<file path="config.mk">
export PLATFORM = sky130hd
export DESIGN_NAME = can_err_confine
export DESIGN_NICKNAME = d
export VERILOG_FILES = /design/src/rtl/can_err_confine.sv
export SDC_FILE = /design/constraint.sdc
export NUM_CORES = 1
export LEC_CHECK = 0
export BUFFER_PORTS_ARGS = -buffer_cell sky130_fd_sc_hd__buf_2
export CAP_MARGIN = 25
export CORE_ASPECT_RATIO = 1.2
export CORE_MARGIN = 2
export CORE_UTILIZATION = 43
export DETAILED_ROUTE_END_ITERATION = 10
export PLACE_DENSITY = 0.78
export SLEW_MARGIN = 5
export SYNTH_ARGS = -nofsm -noshare
export SYNTH_HDL_FRONTEND = slang
export SYNTH_SLANG_ARGS = --single-unit
</file>
<file path="constraint.sdc">
create_clock -name clk -period 3.2 [get_ports clk]
set_input_delay 0.32 -clock clk [delete_from_list [all_inputs] [get_ports clk]]
set_output_delay 0.32 -clock clk [all_outputs]
set_load 0.01 [all_outputs]
</file>
<file path="src/rtl/can_err_confine.sv">
module can_err_confine #(
  parameter int CNT_W       = 16,
  parameter int TX_STEP     = 8,
  parameter int PASSIVE_LIM = 127,
  parameter int BOFF_LIM    = 255,
  parameter int RX_RELOAD   = 119,
  parameter logic [2:0] WR_TEST_CODE = 3'b100
) (
  input  logic             clk,
  input  logic             rst_n,
  input  logic             tx_err,
  input  logic             tx_ok,
  input  logic             rx_err,
  input  logic             rx_ok,
  input  logic             recov_done,
  input  logic             reset_req,
  input  logic             halted,
  input  logic [2:0]       test_sel,
  input  logic             wr_en,
  input  logic [CNT_W-1:0] wr_data,
  input  logic             rd_sel,
  output logic [CNT_W-1:0] rd_data,
  output logic [CNT_W-1:0] tx_cnt,
  output logic [CNT_W-1:0] rx_cnt,
  output logic             err_active,
  output logic             err_passive,
  output logic             bus_off
);

  localparam logic [CNT_W-1:0] CMAX   = '1;
  localparam logic [CNT_W-1:0] PAS_T  = CNT_W'(PASSIVE_LIM);
  localparam logic [CNT_W-1:0] BOFF_T = CNT_W'(BOFF_LIM);
  localparam logic [CNT_W-1:0] RLD_V  = CNT_W'(RX_RELOAD);
  localparam logic [CNT_W:0]   STEP_V = (CNT_W+1)'(TX_STEP);

  logic [CNT_W-1:0] tec, rec;
  logic             boff;

  logic [CNT_W:0]   tec_sum;
  logic [CNT_W-1:0] tec_nxt, rec_nxt;
  logic             test_wr, enter_boff, passive_raw;

  assign test_wr = wr_en && halted && (test_sel == WR_TEST_CODE);
  assign tec_sum = {1'b0, tec} + STEP_V;

  always_comb begin
    tec_nxt = tec;
    if (tx_err)
      tec_nxt = tec_sum[CNT_W] ? CMAX : tec_sum[CNT_W-1:0];
    else if (tx_ok && tec != '0)
      tec_nxt = tec - 1'b1;
  end

  always_comb begin
    rec_nxt = rec;
    if (rx_err) begin
      if (rec != CMAX) rec_nxt = rec + 1'b1;
    end else if (rx_ok) begin
      if (rec > PAS_T)      rec_nxt = RLD_V;
      else if (rec != '0)   rec_nxt = rec - 1'b1;
    end
  end

  assign enter_boff = tx_err && (tec_nxt > BOFF_T);

  always_ff @(posedge clk or negedge rst_n) begin
    if (!rst_n) begin
      tec  <= '0;
      rec  <= '0;
      boff <= 1'b0;
    end else if (reset_req) begin
      tec  <= '0;
      rec  <= '0;
      boff <= 1'b0;
    end else if (boff) begin
      tec <= '0;
      rec <= '0;
      if (recov_done) boff <= 1'b0;
    end else if (test_wr) begin
      tec <= wr_data;
      rec <= wr_data;
    end else if (enter_boff) begin
      tec  <= '0;
      rec  <= '0;
      boff <= 1'b1;
    end else begin
      tec <= tec_nxt;
      rec <= rec_nxt;
    end
  end

  assign passive_raw = (tec > PAS_T) || (rec > PAS_T);
  assign bus_off     = boff;
  assign err_passive = !boff && passive_raw;
  assign err_active  = !boff && !passive_raw;
  assign tx_cnt      = tec;
  assign rx_cnt      = rec;
  assign rd_data     = rd_sel ? rec : tec;

  logic normal;
  assign normal = !reset_req && !boff && !test_wr;

  p_reset_clear_r1: assert property (@(posedge clk) disable iff (!rst_n)
    reset_req |=> (tx_cnt == '0 && rx_cnt == '0 && err_active));

  p_tx_add_r2: assert property (@(posedge clk) disable iff (!rst_n)
    (normal && tx_err && tec <= (BOFF_T - PAS_T - 1'b1 - 8'd0)) |=>
      (tx_cnt == $past(tec) + CNT_W'(TX_STEP)));

  p_rx_reload_r3: assert property (@(posedge clk) disable iff (!rst_n)
    (normal && rx_ok && !rx_err && !enter_boff && rec > PAS_T) |=> (rx_cnt == RLD_V));

  p_rx_no_wrap_r4: assert property (@(posedge clk) disable iff (!rst_n)
    (normal && !enter_boff && rec == CMAX && !rx_ok) |=> (rx_cnt == CMAX));

  p_one_state_r5: assert property (@(posedge clk) disable iff (!rst_n)
    $countones({err_active, err_passive, bus_off}) == 1);

  p_boff_zero_r7: assert property (@(posedge clk) disable iff (!rst_n)
    bus_off |-> (tx_cnt == '0 && rx_cnt == '0));

  p_boff_enter_r6: assert property (@(posedge clk) disable iff (!rst_n)
    (!reset_req && !boff && !test_wr && enter_boff) |=> bus_off);

  p_recover_r7: assert property (@(posedge clk) disable iff (!rst_n)
    (bus_off && recov_done && !reset_req) |=> err_active);

  p_write_load_r8: assert property (@(posedge clk) disable iff (!rst_n)
    (!reset_req && !boff && test_wr) |=>
      (tx_cnt == $past(wr_data) && rx_cnt == $past(wr_data) && !bus_off));

  p_write_ignored_r9: assert property (@(posedge clk) disable iff (!rst_n)
    (wr_en && !test_wr && !reset_req && !boff &&
     !tx_err && !tx_ok && !rx_err && !rx_ok) |=> ($stable(tx_cnt) && $stable(rx_cnt)));

endmodule

</file>
After elaboration in Yosys (flattened, before gate mapping)
Index checks and enable logic that the tools add are counted.
Widths: inputs -> output; s select.
{"block": "totals", "out_inout_bits": 51, "input_bits": 30, "reg_bits": 33, "elab_cells": 49}
{"block": "op_classes", "n_mux": 22, "eq_ne": 3, "add_sub_neg": 4, "reduce_logical": 14, "n_lt_le_gt_ge": 3}
{"cell": "$mux 16", "count": 17}
{"cell": "$gt 16x7->1 const B", "count": 2}
{"cell": "$reduce_bool 16->1", "count": 2}
{"cell": "$sub 16x1->16 const B", "count": 2}
{"cell": "$add 16x4->17 const B", "count": 1}
{"cell": "$add 16x1->16 const B", "count": 1}
{"cell": "$gt 16x8->1 const B", "count": 1}
{"cell": "$ne 16x16->1 const B", "count": 1}
{"cell": "$reduce_bool 7->1", "count": 1}
{"cell": "$logic_and 1x1->1", "count": 6}
{"cell": "$ne 6x1->1 const B", "count": 1}
{"cell": "$reduce_bool 6->1", "count": 1}
{"cell": "$mux 1", "count": 5}
{"cell": "$eq 3x3->1 const B", "count": 1}
{"cell": "$reduce_and 3->1", "count": 1}
{"cell": "$logic_not 1->1", "count": 2}
{"cell": "$logic_or 1x1->1", "count": 1}

Longest topological paths before layout
{"block": "logic_depth", "word_depth": 10, "ltp_mapped": 11}

Least setup slack after synthesis
OpenSTA, ideal clock, no wires.
{"block": "synth_timing", "kind": "register -> register", "start": "register tec[0] (netlist: tx_cnt[0])", "end": "register rec[0] (netlist: rx_cnt[0])", "n_path_buf": 1, "arrival_time_ns": 2.595, "slack_ns": 0.526, "path_stages_with_launch": 11, "setup_ns": 0.078, "t_required_ns": 3.122, "period_less_slack_ns": 2.674, "cell_sequence": "dfrtp_1 inv_1 ha_1 or4b_1 nor4b_4 a22o_1 a21oi_2 nand4bb_1 buf_2 or4_1 a21oi_1"}
{"block": "synth_via", "elab_chain_cells": 10, "elab_cells_between_ends": 17}
{"item": "start, declared", "line_no": "36", "text": "logic [CNT_W-1:0] tec, rec;"}
{"item": "start signal, assigned", "line_no": "80", "text": "tec <= wr_data;"}
{"item": "start signal, assigned", "line_no": "87", "text": "tec <= tec_nxt;"}
{"item": "branches (longest 3 deep; another with $sub 16x1->16)"}
{"item": "$mux 16 (*)", "line_no": "48", "text": "if (tx_err)"}
{"item": "$gt 16x8->1 (*)", "line_no": "64", "text": "assign enter_boff = tx_err && (tec_nxt > BOFF_T);"}
{"item": "$logic_and 1x1->1 (*)", "line_no": "64"}
{"item": "$mux 16", "line_no": "82", "text": "end else if (enter_boff) begin"}
{"item": "$mux 16", "line_no": "79", "text": "end else if (test_wr) begin"}
{"item": "$mux 16", "line_no": "75", "text": "end else if (boff) begin"}
{"item": "$mux 16", "line_no": "71", "text": "end else if (reset_req) begin"}
{"item": "end signal, assigned", "line_no": "81", "text": "rec <= wr_data;"}
{"item": "end signal, assigned", "line_no": "88", "text": "rec <= rec_nxt;"}
{"item": "end, declared", "line_no": "36"}
Mark *: on every way between the ends.
A chain may end at the register's enable or synchronous reset.

Final worst setup path
{"block": "layout_timing", "start": "register tec[3] (netlist: tx_cnt[3])", "end": "register rec[9] (netlist: rx_cnt[9])"}
{"block": "layout_via", "elab_chain_cells": 10, "elab_cells_between_ends": 17}
{"item": "branches (longest 3 deep; another with $add 16x4->17)"}
{"item": "$mux 16 (*)", "line_no": "48"}
{"item": "$gt 16x8->1 (*)", "line_no": "64"}
{"item": "$logic_and 1x1->1 (*)", "line_no": "64"}
{"item": "$mux 16", "line_no": "82"}
{"item": "$mux 16", "line_no": "79"}
{"item": "$mux 16", "line_no": "75"}
{"item": "$mux 16", "line_no": "71"}
Marked as above.

==> out/qor.log <==
INFO  finish         area_growth=17.33%
INFO  timing         timing.final.max_slew_violations=0
INFO  finish         post_route_cells_drive_above_1_share=0.2543
INFO  worst_setup_path data_required_time_at_the_worst_endpoint=3.38ns
INFO  finish         fin_nets=557
INFO  drt            final_antenna_net_count=0
INFO  timing         finClkSkew=0.006547ns
INFO  power_and_ir_drop post-layout-total-power=2804uW
INFO  drt            detailed_route_via_count=4,164
INFO  placed_design  gpl_wtd_cong=1.049
INFO  placed_design  portBuffers=80
INFO  synthesis      synth.ff_latch_count=33
INFO  timing         report.final.hold_viol_count=0
INFO  floorplan      design.core.area=7707um^2
INFO  clock_tree     clkLatencyLatePin=0.29ns
INFO  drt            initialDrtViolationCount=418
INFO  timing         timing.max_slew.rel_slack=0.4978
INFO  power_and_ir_drop ir_worst_vdd=0.0002980V
INFO  worst_setup_path critical_path_class=reg2reg
INFO  timing         achievable-frequency=339.4MHz
INFO  worst_setup_path reg2regPathDepth=8
INFO  global_route   grt_start_max_net_pins=34
INFO  floorplan      rows=35
INFO  finish         filler_cell_count=726
INFO  clock_tree     number_of_buffers_on_the_longest_clock_path=2
INFO  clock_tree     postCtsSetupRepairBufs=0
INFO  global_route   grt_pass1_wl=19,200um
INFO  global_route   global_route.overflow_total=0
INFO  synthesis      synth-async-reset-ratio=1.000
INFO  global_route   antenna_found_initial=0
INFO  worst_setup_path worstPathArrival=3.12ns
INFO  worst_setup_path worstSetupStartpointType=flip-flop
INFO  placed_design  dp_hpwl=9159um
INFO  timing         min_period_over_period=0.9208
INFO  drt            detail_route.first_pass.iterations=7
INFO  global_route   first_global_vias=3,811
INFO  floorplan      die_width=85.69um
INFO  synthesis      ys_dominant_reg_cell=dfrtp_1
INFO  timing         fin_setup_tns=0ns
INFO  synthesis      post_synth_inst_count=452
INFO  timing         rsz0062_at_grt=no
INFO  floorplan      design.die.area=8743um^2
INFO  drt            via_per_inst=6.815
INFO  power_and_ir_drop leakagePower=0.001825uW
INFO  floorplan      die_height=102.0um
INFO  timing         final-setup-viol-count=0
INFO  worst_setup_path worst_setup_path_end_kind=flip-flop
INFO  clock_tree     cts_root_buf=clkbuf_8
INFO  timing         final_period_minus_worst_setup_slack=2.946ns
INFO  synthesis      post_synth_instance_area=3443um^2
INFO  finish         layout_commonest_cell=buf_2
INFO  outcome        run_status=complete, no violations
INFO  clock_tree     cts_tree=built
INFO  clock_tree     hold_buffers=0
INFO  synthesis      syn_avg_cell_area=7.618um^2
INFO  synthesis      synth_enable_flop_cells=0
INFO  min_path       hp-class=in2async
INFO  finish         highest_count_cells_in_the_layout_ignoring_fill_and_taps=buf_2, nand2_1, nor2_1, dfrtp_1, o21ai_0
INFO  drt            final_wirelength=12,000um
INFO  synthesis      yosys.cell_types.count=75
INFO  finish         ant_diodes=0
INFO  clock_tree     numCtsBuffers=5
INFO  synthesis      synth.net_count=490
INFO  synthesis      ys_warn_count=0
INFO  clock_tree     worst_setup_hold_path_clk_slew=0.07ns
INFO  drt            wl_per_cell=19.64um
INFO  timing         timing_worst_slew_pin_value=0.7533ns
INFO  floorplan      initial_core_util=0.4468
INFO  clock_tree     ctsHtreeMaxLevel=2
INFO  worst_setup_path crit_fanout=14
INFO  drt            drc_errors=0
INFO  power_and_ir_drop power_density=694.0nW/um^2
INFO  flow_run       maxCapViolCount=0
INFO  synthesis      sequential_share_of_the_synthesized_area=0.2398
INFO  clock_tree     clock_sinks=33
INFO  clock_tree     cts_resized=0
INFO  floorplan      pin_count=81
INFO  global_route   track_usage=0.2748
## metrics by stage
stage	hold slack [ns]	utilization	std cells	setup WS [ns]	area, um^2
2_1_floorplan	0.02441	-	452	0.5264	3443
3_3_place_gp	0.4165	0.5104	604	0.3259	3934
3_5_place_dp	0.4229	0.5104	604	0.1750	3934
4_1_cts	0.1164	0.5216	611	0.1680	4020
5_1_grt	0.1561	0.5242	611	0.07885	4040
6_report	0.09707	0.5242	611	0.2535	4040
## synth_stat cells (all sizes together) (6+ instances only)
cell,count,area share
nand3,23,0.035
buf,12,0.021
and4,6,0.015
nor2,34,0.037
o22a,6,0.015
a21oi,15,0.024
nor3,14,0.020
inv,14,0.015
a31oi,8,0.016
dfrtp,33,0.24
mux2,9,0.029
a22oi,11,0.024
ha,8,0.029
nor4,16,0.033
o21ai,32,0.047
clkbuf,29,0.032
nand2,48,0.052
nand4,22,0.040
xnor2,10,0.025
a2bb2oi,8,0.020
and3,8,0.015
## area by class of cell
cell class,instances,area (um^2),area share
multi-input cells,364,2402,0.5946
flip-flops and latches,33,825.8,0.2044
repair buffers,101,558.0,0.1381
well taps,92,115.1,0.02849
clock buffers,7,86.33,0.02137
inverters,14,52.55,0.01301
## critical path, cell delays in order (launching register included)
cell,delay [ns]
dfrtp_1,0.53
ha_1,0.26
and4_1,0.33
nor4b_1,0.36
xnor2_1,0.21
o211ai_1,0.31
nor3_1,0.41
a21oi_4,0.19
o22a_1,0.23
## flip-flops by register name (all words and copies together) (netlist names)
name     flops
tx_cnt      16
bus_off      1
rx_cnt      16
## kinds of logic after synthesis
kind of cell               Yosys count  share of synthesized area
and+or+nand+nor                    201                     0.3216
AOI/OAI and AO/OA                  128                     0.2642
buffers and inverters               55                    0.06831
DFF                                 33                     0.2398
muxes                               14                    0.04397
xor gates and xnor gates            13                    0.03307
adders and majority gates            8                    0.02907
## worst paths after layout
check	from	endpoint	slack (ns)
max	tx_cnt[3]	rx_cnt[9]	0.25
min	rst_n	tx_cnt[10]	0.1
max reg2reg	tx_cnt[3]	rx_cnt[9]	0.25
min reg2reg	tx_cnt[0]	tx_cnt[0]	0.64
max in group asynchronous	rst_n	rx_cnt[1]	2.62
min in group clk	reset_req	bus_off	0.23
## power by group
group	internal (uW)	total, uW	switching, uW
Clock	170	319	149
Combinational	729	1800	1070
Sequential	501	689	188
Total	1400	2800	1400
## metal layers
layer	vias up	track usage	routed length, um
met5	-	0	0
met4	0	0.1429	479
met3	47	0.03393	1012
met2	299	0.4706	5969
met1	1964	0.3393	4540
li1	1854	-	-
Note: power is estimated with default switching activity, not from simulation.
